[config.mk]
export PLATFORM = sky130hd
export DESIGN_NAME = pfc_pwm_timer
export DESIGN_NICKNAME = d
export VERILOG_FILES = /design/src/rtl/pfc_pwm_pkg.sv /design/src/rtl/pfc_pwm_prescaler.sv /design/src/rtl/pfc_pwm_counter.sv /design/src/rtl/pfc_pwm_outunit.sv /design/src/rtl/pfc_pwm_timer.sv
export SDC_FILE = /design/constraint.sdc
export NUM_CORES = 1
export LEC_CHECK = 0
export BUFFER_PORTS_ARGS = -buffer_cell sky130_fd_sc_hd__buf_4
export CELL_PAD_IN_SITES_DETAIL_PLACEMENT = 1
export CELL_PAD_IN_SITES_GLOBAL_PLACEMENT = 1
export CORE_MARGIN = 1
export CORE_UTILIZATION = 45
export CTS_BUF_LIST = sky130_fd_sc_hd__clkbuf_2
export DETAILED_ROUTE_END_ITERATION = 7
export PLACE_DENSITY_LB_ADDON = 0.12
export SYNTH_ARGS = -nofsm -noshare
export SYNTH_HDL_FRONTEND = slang
export SYNTH_SLANG_ARGS = --single-unit
export TNS_END_PERCENT = 10
[constraint.sdc]
create_clock -name clk -period 8.5 [get_ports clk]
set_input_delay 0.425 -clock clk [delete_from_list [all_inputs] [get_ports clk]]
set_output_delay 0.425 -clock clk [all_outputs]
set_load 0.01 [all_outputs]
[src/rtl/pfc_pwm_pkg.sv]
package pfc_pwm_pkg;

   localparam int PRESC_W = 10;

   typedef enum logic [1:0] {
      ACT_OFF    = 2'd0,
      ACT_TOGGLE = 2'd1,
      ACT_NONINV = 2'd2,
      ACT_INV    = 2'd3
   } oc_act_e;

   function automatic logic [PRESC_W-1:0] tap_mask(input logic [2:0] s);
      case (s)
         3'd2:    tap_mask = PRESC_W'(10'h007);
         3'd3:    tap_mask = PRESC_W'(10'h03F);
         3'd4:    tap_mask = PRESC_W'(10'h0FF);
         3'd5:    tap_mask = PRESC_W'(10'h3FF);
         default: tap_mask = '0;
      endcase
   endfunction

endpackage

[src/rtl/pfc_pwm_prescaler.sv]
module pfc_pwm_prescaler #(
   parameter bit USE_DIV = 1'b1
) (
   input  logic       clk,
   input  logic       rst_n,
   input  logic [2:0] sel,
   output logic       tick
);
   import pfc_pwm_pkg::*;

   logic sel_on;
   assign sel_on = (sel >= 3'd1) && (sel <= 3'd5);

   generate
      if (USE_DIV) begin : g_div
         logic [PRESC_W-1:0] pre_q;
         logic [PRESC_W-1:0] mask;
         assign mask = tap_mask(sel);
         always_ff @(posedge clk or negedge rst_n) begin
            if (!rst_n)      pre_q <= '0;
            else if (sel_on) pre_q <= pre_q + 1'b1;
            else             pre_q <= '0;
         end
         assign tick = sel_on && ((pre_q & mask) == mask);
      end else begin : g_nodiv
         assign tick = sel_on;
      end
   endgenerate
endmodule

[src/rtl/pfc_pwm_counter.sv]
module pfc_pwm_counter #(
   parameter int CNT_W = 16
) (
   input  logic             clk,
   input  logic             rst_n,
   input  logic             tick,
   input  logic             top_we,
   input  logic             cmp_we,
   input  logic [CNT_W-1:0] wdata,
   input  logic             top_from_cmp,
   output logic [CNT_W-1:0] count,
   output logic             count_down,
   output logic [CNT_W-1:0] top_act,
   output logic             hit,
   output logic             slope_down
);
   logic [CNT_W-1:0] cnt_q, top_buf, cmp_buf, top_q, cmp_q;
   logic [CNT_W-1:0] top_nxt, top_cur, cmp_cur;
   logic             dir_q, at_bottom;

   assign at_bottom  = (cnt_q == '0);
   assign top_nxt    = top_from_cmp ? cmp_buf : top_buf;
   assign top_cur    = at_bottom ? top_nxt : top_q;
   assign cmp_cur    = at_bottom ? cmp_buf : cmp_q;
   assign hit        = tick && (cnt_q == cmp_cur);
   assign slope_down = !at_bottom && (dir_q || (cnt_q == top_cur));

   always_ff @(posedge clk or negedge rst_n) begin
      if (!rst_n) begin
         top_buf <= '0;
         cmp_buf <= '0;
      end else begin
         if (top_we) top_buf <= wdata;
         if (cmp_we) cmp_buf <= wdata;
      end
   end

   always_ff @(posedge clk or negedge rst_n) begin
      if (!rst_n) begin
         cnt_q <= '0;
         dir_q <= 1'b0;
         top_q <= '0;
         cmp_q <= '0;
      end else if (tick) begin
         if (at_bottom) begin
            top_q <= top_nxt;
            cmp_q <= cmp_buf;
            dir_q <= 1'b0;
            cnt_q <= (top_nxt != '0) ? CNT_W'(1) : '0;
         end else if (cnt_q == top_q) begin
            dir_q <= 1'b1;
            cnt_q <= cnt_q - 1'b1;
         end else if (dir_q) begin
            cnt_q <= cnt_q - 1'b1;
         end else begin
            cnt_q <= cnt_q + 1'b1;
         end
      end
   end

   assign count      = cnt_q;
   assign count_down = dir_q;
   assign top_act    = top_q;
endmodule

[src/rtl/pfc_pwm_outunit.sv]
module pfc_pwm_outunit (
   input  logic                 clk,
   input  logic                 rst_n,
   input  logic                 hit,
   input  logic                 slope_down,
   input  pfc_pwm_pkg::oc_act_e act,
   input  logic                 flag_clr,
   output logic                 oc_q,
   output logic                 pwm_out,
   output logic                 match_flag
);
   import pfc_pwm_pkg::*;

   always_ff @(posedge clk or negedge rst_n) begin
      if (!rst_n) begin
         oc_q <= 1'b0;
      end else if (hit) begin
         case (act)
            ACT_TOGGLE: oc_q <= ~oc_q;
            ACT_NONINV: oc_q <= slope_down;
            ACT_INV:    oc_q <= ~slope_down;
            default:    oc_q <= oc_q;
         endcase
      end
   end

   always_ff @(posedge clk or negedge rst_n) begin
      if (!rst_n)        match_flag <= 1'b0;
      else if (hit)      match_flag <= 1'b1;
      else if (flag_clr) match_flag <= 1'b0;
   end

   assign pwm_out = (act == ACT_OFF) ? 1'b0 : oc_q;
endmodule

[src/rtl/pfc_pwm_timer.sv]
module pfc_pwm_timer #(
   parameter int CNT_W   = 16,
   parameter bit USE_DIV = 1'b1
) (
   input  logic             clk,
   input  logic             rst_n,
   input  logic [2:0]       clk_sel,
   input  logic             top_we,
   input  logic             cmp_we,
   input  logic             mode_we,
   input  logic [CNT_W-1:0] wdata,
   input  logic             flag_clr,
   output logic             pwm_out,
   output logic             match_flag,
   output logic [CNT_W-1:0] count,
   output logic             count_down
);
   import pfc_pwm_pkg::*;

   localparam int MODE_W = 3;

   generate
      if (CNT_W < MODE_W || CNT_W > 32) begin : g_bad_width
         $error("pfc_pwm_timer: CNT_W must lie in 3..32");
      end
   endgenerate

   logic             tick, hit, slope_down, oc_q, top_src_q;
   logic [CNT_W-1:0] top_act;
   oc_act_e          act_q;

   always_ff @(posedge clk or negedge rst_n) begin
      if (!rst_n) begin
         act_q     <= ACT_OFF;
         top_src_q <= 1'b0;
      end else if (mode_we) begin
         act_q     <= oc_act_e'(wdata[1:0]);
         top_src_q <= wdata[2];
      end
   end

   pfc_pwm_prescaler #(.USE_DIV(USE_DIV)) i_presc (
      .clk(clk), .rst_n(rst_n), .sel(clk_sel), .tick(tick)
   );

   pfc_pwm_counter #(.CNT_W(CNT_W)) i_cnt (
      .clk(clk), .rst_n(rst_n), .tick(tick),
      .top_we(top_we), .cmp_we(cmp_we), .wdata(wdata),
      .top_from_cmp(top_src_q),
      .count(count), .count_down(count_down), .top_act(top_act),
      .hit(hit), .slope_down(slope_down)
   );

   pfc_pwm_outunit i_out (
      .clk(clk), .rst_n(rst_n), .hit(hit), .slope_down(slope_down),
      .act(act_q), .flag_clr(flag_clr),
      .oc_q(oc_q), .pwm_out(pwm_out), .match_flag(match_flag)
   );
endmodule

==> out/metrics.cfg, run 1 <==
[clock_network]
numClockSinks=96
clock_latency_ns=0.62
root_buffer=clkbuf_2
cts.clk_slew.worst_paths_ns=0.27
cts_resized=0
numCtsBuffers=9
cts_buffer_depth=2
cts.htree.levels=3
post_cts_buffers=0
cts_tree=done

[logic_synthesis]
synthArstFlopShare_pct=100.0
post_synth_num_cell_types=55
synth_nets=617
synth-xor-area-share_pct=4.596
synth_common_cells=dfrtp_1 (96), nand2_1 (90), mux2i_1 (39)
ys_seq_area_share_pct=43.47
synth_area_sq_um=5527
synth_top_cell_by_area=dfrtp_1
synth_warnings=0
synth-simple-area-share_pct=21.46
synth_edf_count=0
synth.area.mux_share_pct=13.99
synth_cells=589
synth_top_family_by_area=simple AND/OR/NAND/NOR gates
synth-compound-area-share_pct=11.59
yosysMostFrequentCell=dfrtp_1
synth_top_area_share_pct=43.47
synth_adder_area_share_pct=0.6792
syn_avg_cell_area_sq_um=9.383
synth-seq-cells=96
synth_ff_type=dfrtp_1
yosys-top-cells-area=dfrtp_1 (43%), mux2i_1 (7.1%), mux2_2 (6.9%)

[critical_path]
critPathKind=flip-flop to flip-flop
crit_arrival_ns=4.46
cp.required_ns=9.04
critPathMaxFanout=16
rr_endpoint=i_out.oc_q$_DFFE_PN0P_
startpoint_type=flip-flop
rr_startpoint=i_cnt.count[1]$_DFFE_PN0P_
r2r_setup_slack_ns=4.58
r2r_cells=10
critPathCaptureType=flip-flop

[power]
p_int_mw=0.6440
powerDensity_nw_per_um2=166.7
p_clk_share_pct=19.4
seqPwrFrac_pct=55.9
power_switching_mw=0.3859
power.leakage_nw=2.649
p_total_mw=1.030
swShare_pct=37.47
pwr-share-comb_pct=24.7
vdd.ir_drop.worst_mv=0.1061

[layout]
fin_nets=656
final_area_sq_um=6178
fill_cells=1412
area_delta_synth_final_pct=11.80
drive_above_1_share_pct=16.30
multi_input_area_sq_um=2894
antennaDiodeCount=0
ff_latch_area_sq_um=2402

[placement]
post_dp_cell_area_sq_um=5916
dp_hpwl_um=12860
place.gp.congestion=0.9522
port-buffer-count=43
place_worst_setup_slack_ns=4.674

[timing]
fmax_ghz=0.2549
final.period_utilization_pct=46.16
tightest_slew_ns=1.127
fin_ws_ns=4.577
hold_viol=0
setup_viol=0
tns_ns=0
maxSlewHeadroom_pct=24.78
rsz0062_at_grt=no
finalClockSkew_ns=0.03062
hold_slack_ns=0.06708
maxSlewViolCount=0
period_minus_slack_ns=3.923

[die]
die_h_um=112.8
die_w_um=112.8
rows=40
initial_core_util_pct=46.01
coreArea_sq_um=12010
pin_count=44
dieArea_sq_um=12730

[global_routing]
antenna_found_initial=0
grt_pass1_vias=4925
groute.usage.overall_pct=29.55
grt_overflow_total=0
grt_max_degree=65
grt_pass1_wl_um=28100

[routing]
antenna_left=0
drt_iter0_markers=393
dr.pass1.iters=5
vias=4723
routed_via_density=6.063
wl_per_cell_um=22.53
wl_um=17550
drcViolationCount=0

[hold_path]
min-delay-start=mode_we
worstHoldEndpoint=act_q[0]$_DFFE_PN0P_
hold_class=input pin to flip-flop
whs_path_depth=2

[run]
cap_viol_max_count=0

[run_status]
status=finished, final reports clean

-- power by group through the flow --
stage          Clock, mW  Combinational (mW)  Sequential [mW]
2_1_floorplan          0               0.177            0.538
5_1_grt            0.227               0.277            0.585
4_1_cts            0.210               0.253            0.573
3_5_place_dp           0               0.245            0.581
6_report           0.200               0.255            0.575
3_3_place_gp           0               0.242            0.577
-- kinds of logic (layout without fill, tap and decap cells) --
family,after synthesis,count (layout)
AND/OR/NAND/NOR,229,229
XOR/XNOR,29,29
multiplexers,73,73
buffers and inverters,61,104
AO/OA/AOI/OAI,98,98
adder cells (fa/ha/maj),3,3
flip-flops,96,96
-- registers in the layout, indices dropped and copies added (netlist names) --
register	cells
act_q	2
i_cnt.cmp_buf	16
i_cnt.cmp_q	16
i_cnt.count	16
i_cnt.count_down	1
i_cnt.top_act	16
i_cnt.top_buf	16
i_out.match_flag	1
i_out.oc_q	1
i_presc.g_div.pre_q	10
top_src_q	1
-- cells in the final DEF (no fill, tap or decap), drive strengths merged, types with 3 or more instances in the layout --
master / count
nor2: 31
inv: 28
mux2: 34
nand2b: 8
o22ai: 15
and4: 6
nor3: 14
nand3: 18
a21oi: 21
o31ai: 3
dlygate4sd3: 18
or3: 9
nand4: 18
or4: 3
dfrtp: 96
and2: 3
ha: 3
clkbuf: 10
buf: 45
a211oi: 5
a22o: 5
and3: 4
nor4: 15
xor2: 7
o21ai: 29
clkinv: 3
xnor2: 22
nand2: 90
nor2b: 5
mux2i: 39
-- cell type report --
class | instances | area share, %
Clock inverter | 5 | 0.5265
Sequential cell | 96 | 38.88
Timing Repair Buffer | 63 | 8.384
Tap cell | 147 | 2.977
Inverter | 26 | 1.580
Multi-Input combinational cell | 432 | 46.84
Clock buffer | 10 | 0.8100
-- per-layer routing --
metal / GRT usage, % / vias to the layer above / routed length (um)
met5: 0 / - / 0
met2: 45.60 / 137 / 8217
met4: 13.16 / 0 / 531
met3: 5.142 / 36 / 955
li1: - / 2173 / -
met1: 40.85 / 2377 / 7843
-- worst max path at each step --
| stage | startpoint | endpoint | cells after the start |
|---|---|---|---|
| after floorplan | i_cnt.count[0]$_DFFE_PN0P_ | i_out.oc_q$_DFFE_PN0P_ | 13 |
| after global placement | i_cnt.count[0]$_DFFE_PN0P_ | i_out.oc_q$_DFFE_PN0P_ | 10 |
| after detailed placement | i_cnt.count[0]$_DFFE_PN0P_ | i_out.oc_q$_DFFE_PN0P_ | 10 |
| after CTS | i_cnt.count[1]$_DFFE_PN0P_ | i_out.oc_q$_DFFE_PN0P_ | 10 |
| after global routing | i_cnt.count[1]$_DFFE_PN0P_ | i_out.oc_q$_DFFE_PN0P_ | 10 |
| final | i_cnt.count[1]$_DFFE_PN0P_ | i_out.oc_q$_DFFE_PN0P_ | 10 |
-- metrics by stage --
step	std cells	utilization (%)
3_5_place_dp	746	49.25
4_1_cts	779	51.44
6_report	779	51.44
2_1_floorplan	589	-
3_3_place_gp	746	49.25
5_1_grt	779	51.44
-- what timing repair did --
item,4_1_cts,5_1_grt
setup endpoints to repair,0,0
hold buffers,18,0
hold endpoints to repair,62,0
-- worst max-delay path, stage by stage, from the launching register on --
cell       delay (ns)
dfrtp_1          0.56
inv_1            0.17
ha_1             0.34
nor4b_1          0.35
nand4_1          0.78
a2111oi_0        0.66
nor2_1           0.10
nor4_1           0.42
a21oi_1          0.15
mux2i_1          0.14
nor3_1           0.17
Note: power is estimated with default switching activity, not from simulation.
==> run 2, diff against run 1 <==
==> constraint.sdc (replaced) <==
create_clock -name clk -period 3.95 [get_ports clk]
set_input_delay 0.1975 -clock clk [delete_from_list [all_inputs] [get_ports clk]]
set_output_delay 0.1975 -clock clk [all_outputs]
set_load 0.01 [all_outputs]
==> run 2 against run 1 <==
Effect of this change: sequential power grew 110%; critical endpoint unchanged; design area rose by 4.2%; critical path depth increased by 1; highest routed layer unchanged; largest power group unchanged.
==> out/metrics.cfg, run 2 (synthesis results as in run 1) <==
[critical_path]
crit_arrival_ns=4.13
critPathCaptureType=flip-flop
critPathKind=flip-flop to flip-flop
critPathMaxFanout=10
startpoint_type=flip-flop
cp.required_ns=4.51

[global_routing]
groute.usage.overall_pct=30.49
grt_pass1_wl_um=29390
grt_max_degree=66
grt_overflow_total=0
grt_pass1_vias=5164
antenna_found_initial=0

[timing]
maxSlewViolCount=0
period_minus_slack_ns=3.573
maxSlewHeadroom_pct=36.13
finalClockSkew_ns=0.02978
rsz0062_at_grt=no
tns_ns=0
tightest_slew_ns=0.9508
setup_viol=0
hold_viol=0
fmax_ghz=0.2799
final.period_utilization_pct=90.46

[hold_path]
hold_class=input pin to flip-flop

[power]
p_total_mw=2.332
powerDensity_nw_per_um2=362.4
power.leakage_nw=2.774
vdd.ir_drop.worst_mv=0.1970

[layout]
area_delta_synth_final_pct=16.44
fin_util_pct=53.57
drive_above_1_share_pct=18.00
antennaDiodeCount=0
fin_cells=808
layout_commonest_cell=dfrtp_1
fin_nets=684
layout_common_cells=dfrtp_1 (96), nand2_1 (90), buf_4 (61)
final_area_sq_um=6435

[die]
die_h_um=112.8
coreArea_sq_um=12010
die_w_um=112.8
initial_core_util_pct=46.01
rows=40
pin_count=44
dieArea_sq_um=12730

[placement]
place.gp.congestion=0.9508
dp_cells=762
dp_hpwl_um=13450
post_dp_cell_area_sq_um=6033
port-buffer-count=43

[routing]
routed_via_density=6.163
vias=4980
dr.pass1.iters=5
antenna_left=0
drcViolationCount=0
drt_iter0_markers=350
wl_um=18320
wl_per_cell_um=22.67

[clock_network]
cts_buffer_depth=2
cts_tree=done
numClockSinks=96
clock_latency_ns=0.62
numCtsBuffers=9
cts.htree.levels=3
cts.clk_slew.worst_paths_ns=0.30
root_buffer=clkbuf_2

[run_status]
status=finished, final reports clean

[run]
cap_viol_max_count=0

==> run 2: changes by cell type in the layout (fill, tap and decap cells not counted) <==
cell / delta
inv_8: +2
clkinv_1: +1
clkbuf_2: -1
inv_6: -1
nor2_2: -1
buf_4: +16
dlygate4sd3_1: +12
nor2_1: +1
clkinv_2: -2
and4_1: -1
clkinvlp_4: +2
and4_2: +1
==> run 2: through the flow <==
| step | hold slack (ns) | worst slack [ns] |
|---|---|---|
| 3_5_place_dp | 0.3638 | 0.3600 |
| 3_3_place_gp | 0.3555 | 0.6904 |
| 5_1_grt | 0.1449 | 0.09014 |
| 6_report | 0.1241 | 0.3767 |
| 4_1_cts | 0.06965 | 0.2706 |
| 2_1_floorplan | -0.09809 | 0.9852 |
==> run 2: final cells by class <==
| type | count | area [sq um] |
|---|---|---|
| Inverter | 26 | 97.59 |
| Fill cell | 1398 | 5577 |
| Timing Repair Buffer | 91 | 758.2 |
| Clock buffer | 9 | 45.04 |
| Sequential cell | 96 | 2402 |
| Tap cell | 147 | 183.9 |
| Clock inverter | 7 | 55.05 |
| Multi-Input combinational cell | 432 | 2893 |
==> run 2: what timing repair did <==
item                                    in CTS  in global routing
resized for setup                            0                  1
hold buffers                                30                  0
setup buffers                                0                  0
endpoints found under the setup margin       0                  1
endpoints found under the hold margin      101                  0
==> run 2: path summary, 6_finish.rpt <==
path                                            startpoint                                to  slack, ns  depth (start not counted)
worst max-delay path            i_cnt.count[1]$_DFFE_PN0P_            i_out.oc_q$_DFFE_PN0P_       0.38                         11
worst min-delay path                            clk_sel[1]  i_presc.g_div.pre_q[9]$_DFF_PN0_       0.12                          4
max in group asynchronous                            rst_n        i_cnt.cmp_q[2]$_DFFE_PN0P_       2.82                          3
min in group asynchronous                            rst_n        i_cnt.count[3]$_DFFE_PN0P_       0.14                          2
worst min register to register  i_cnt.cmp_q[0]$_DFFE_PN0P_        i_cnt.cmp_q[0]$_DFFE_PN0P_       0.51                          2
worst max register to register  i_cnt.count[1]$_DFFE_PN0P_            i_out.oc_q$_DFFE_PN0P_       0.38                         11
==> run 2: where the power goes <==
part / switching (mW) / internal [mW] / total, mW
clock network: 0.382 / 0.0915 / 0.473
logic: 0.380 / 0.289 / 0.668
registers: 0.132 / 1.06 / 1.19
total: 0.893 / 1.44 / 2.33
==> run 2: per-layer routing <==
layer | wire length [um] | global-route usage [%] | share of wire (%)
met4 | 505 | 12.80 | 2.8
met2 | 8542 | 48.68 | 47
met1 | 8314 | 42.06 | 45
met3 | 953 | 3.642 | 5.2
met5 | 0 | 0 | 0
==> run 2: critical path, cell delays in order (launching register included) <==
cell and delay, ns:
dfrtp_1 0.58, inv_1 0.19, ha_1 0.37, nor4b_1 0.36
nand4_1 0.19, buf_4 0.23, a2111oi_0 0.51, nor2_1 0.13
nor4_1 0.43, a21oi_1 0.15, mux2i_1 0.16, nor3_1 0.21
==> run 3, diff against run 2 <==
--- a/config.mk
+++ b/config.mk
@@ -12,6 +12,7 @@
 export CORE_UTILIZATION = 45
 export CTS_BUF_LIST = sky130_fd_sc_hd__clkbuf_2
 export DETAILED_ROUTE_END_ITERATION = 7
+export GPL_TIMING_DRIVEN = 0
 export PLACE_DENSITY_LB_ADDON = 0.12
 export SYNTH_ARGS = -nofsm -noshare
 export SYNTH_HDL_FRONTEND = slang
==> run 3 against run 2 <==
Effect of this change: sequential cell count did not move; non-clock buffer count rose by 10; core utilization fell by 0.41 points; critical endpoint unchanged; first-iteration DRC count fell by 19%.
==> out/metrics.cfg, run 3 (synthesis results as in run 1) <==
[run_status]
status=finished, final reports clean

[clock_network]
root_buffer=clkbuf_2
cts.clk_slew.worst_paths_ns=0.27
cts_buffer_depth=2
clock_latency_ns=0.60
numClockSinks=96
cts.htree.levels=3
numCtsBuffers=9
cts_tree=done

[power]
p_int_mw=1.468
pwr-share-comb_pct=28.3
power_switching_mw=0.8669
p_clk_share_pct=21.8
seqPwrFrac_pct=50.0
power.leakage_nw=2.723
powerDensity_nw_per_um2=365.6
vdd.ir_drop.worst_mv=0.2237
p_total_mw=2.335
swShare_pct=37.13

[routing]
wl_um=17660
vias=4875
wl_per_cell_um=21.58
routed_via_density=5.960
antenna_left=0
drcViolationCount=0
dr.pass1.iters=5
drt_iter0_markers=285

[hold_path]
hold_class=input pin to flip-flop

[timing]
tightest_slew_ns=1.228
final.period_utilization_pct=96.66
period_minus_slack_ns=3.818
rsz0062_at_grt=no
tns_ns=0
setup_viol=0
finalClockSkew_ns=0.02385
hold_slack_ns=0.08979
fin_ws_ns=0.1319
hold_viol=0
maxSlewHeadroom_pct=18.16
maxSlewViolCount=0
fmax_ghz=0.2619

[placement]
place_worst_setup_slack_ns=0.07753
dp_hpwl_um=13130
place.gp.congestion=0.8894
dp_cells=777
post_dp_cell_area_sq_um=6018
port-buffer-count=41

[layout]
fin_cells=818
area_delta_synth_final_pct=15.55
layout_commonest_cell=dfrtp_1
fin_nets=694
layout_common_cells=dfrtp_1 (96), nand2_1 (90), buf_4 (43)
fin_util_pct=53.17
antennaDiodeCount=0
final_area_sq_um=6386
drive_above_1_share_pct=15.35

[critical_path]
crit_top_cell=mux2i_1
cp.required_ns=4.50
critPathCaptureType=flip-flop
path_delay_family=simple AND/OR/NAND/NOR gates
critPathBufInv=4
critPathKind=flip-flop to flip-flop
crit_arrival_ns=4.37
critPathMaxFanout=10
cp_slowest_cell=dfrtp_1
slowest_delay_ns=0.48
path_cells=clkbuf_1, inv_1, ha_1, nor4b_2, and4_1, buf_2, clkbuf_4, mux2i_1, nand4_1, nor4_1, a21oi_1, mux2i_1, nor3_1
startpoint_type=flip-flop

[global_routing]
groute.usage.overall_pct=29.33
antenna_found_initial=0
grt_pass1_wl_um=28310
grt_max_degree=97
grt_pass1_vias=5119
grt_overflow_total=0

[die]
initial_core_util_pct=46.01
dieArea_sq_um=12730
rows=40
die_w_um=112.8
pin_count=44
die_h_um=112.8
coreArea_sq_um=12010

[run]
cap_viol_max_count=0

==> run 3: what timing repair did <==
item / in CTS / in global routing
resized for setup: 0 / 2
endpoints found under the setup margin: 0 / 2
endpoints found under the hold margin: 133 / 0
hold buffers: 23 / 0
buffers inserted: 0 / 2
==> run 3: power by group through the flow <==
stage          combinational [mW]  sequential (mW)  clock [mW]
2_1_floorplan               0.381             1.16           0
3_3_place_gp                0.611             1.18           0
3_5_place_dp                0.628             1.18           0
4_1_cts                     0.653             1.17       0.526
5_1_grt                     0.711             1.18       0.550
6_report                    0.660             1.17       0.508
==> run 3: metal layers <==
layer | vias up | wire length (um) | GRT usage, % | part of all wire, %
met2 | 139 | 8262 | 46.95 | 47
met5 | - | 0 | 0 | 0
met3 | 33 | 867 | 3.428 | 4.9
met4 | 0 | 585 | 13.16 | 3.3
met1 | 2448 | 7939 | 40.13 | 45
li1 | 2255 | - | - | -
==> run 3: path summary, 6_finish.rpt <==
| check | from | to | slack, ns | cells after the start |
|---|---|---|---|---|
| min | cmp_we | i_cnt.cmp_buf[0]$_DFFE_PN0P_ | 0.09 | 2 |
| min in group asynchronous | rst_n | i_cnt.count[9]$_DFFE_PN0P_ | 0.33 | 2 |
| max | i_cnt.count[0]$_DFFE_PN0P_ | i_out.oc_q$_DFFE_PN0P_ | 0.13 | 13 |
| max reg2reg | i_cnt.count[0]$_DFFE_PN0P_ | i_out.oc_q$_DFFE_PN0P_ | 0.13 | 13 |
| max in group asynchronous | rst_n | i_cnt.cmp_buf[11]$_DFFE_PN0P_ | 2.82 | 2 |
| min reg2reg | i_cnt.cmp_q[0]$_DFFE_PN0P_ | i_cnt.cmp_q[0]$_DFFE_PN0P_ | 0.52 | 2 |
==> run 3: layout make-up <==
type | instances | area [sq um]
Sequential cell | 96 | 2402
Inverter | 26 | 97.59
Fill cell | 1415 | 5625
Tap cell | 147 | 183.9
Multi-Input combinational cell | 432 | 2898
Buffer | 35 | 137.6
Clock inverter | 7 | 68.82
Timing Repair Buffer | 66 | 553.0
Clock buffer | 9 | 45.04
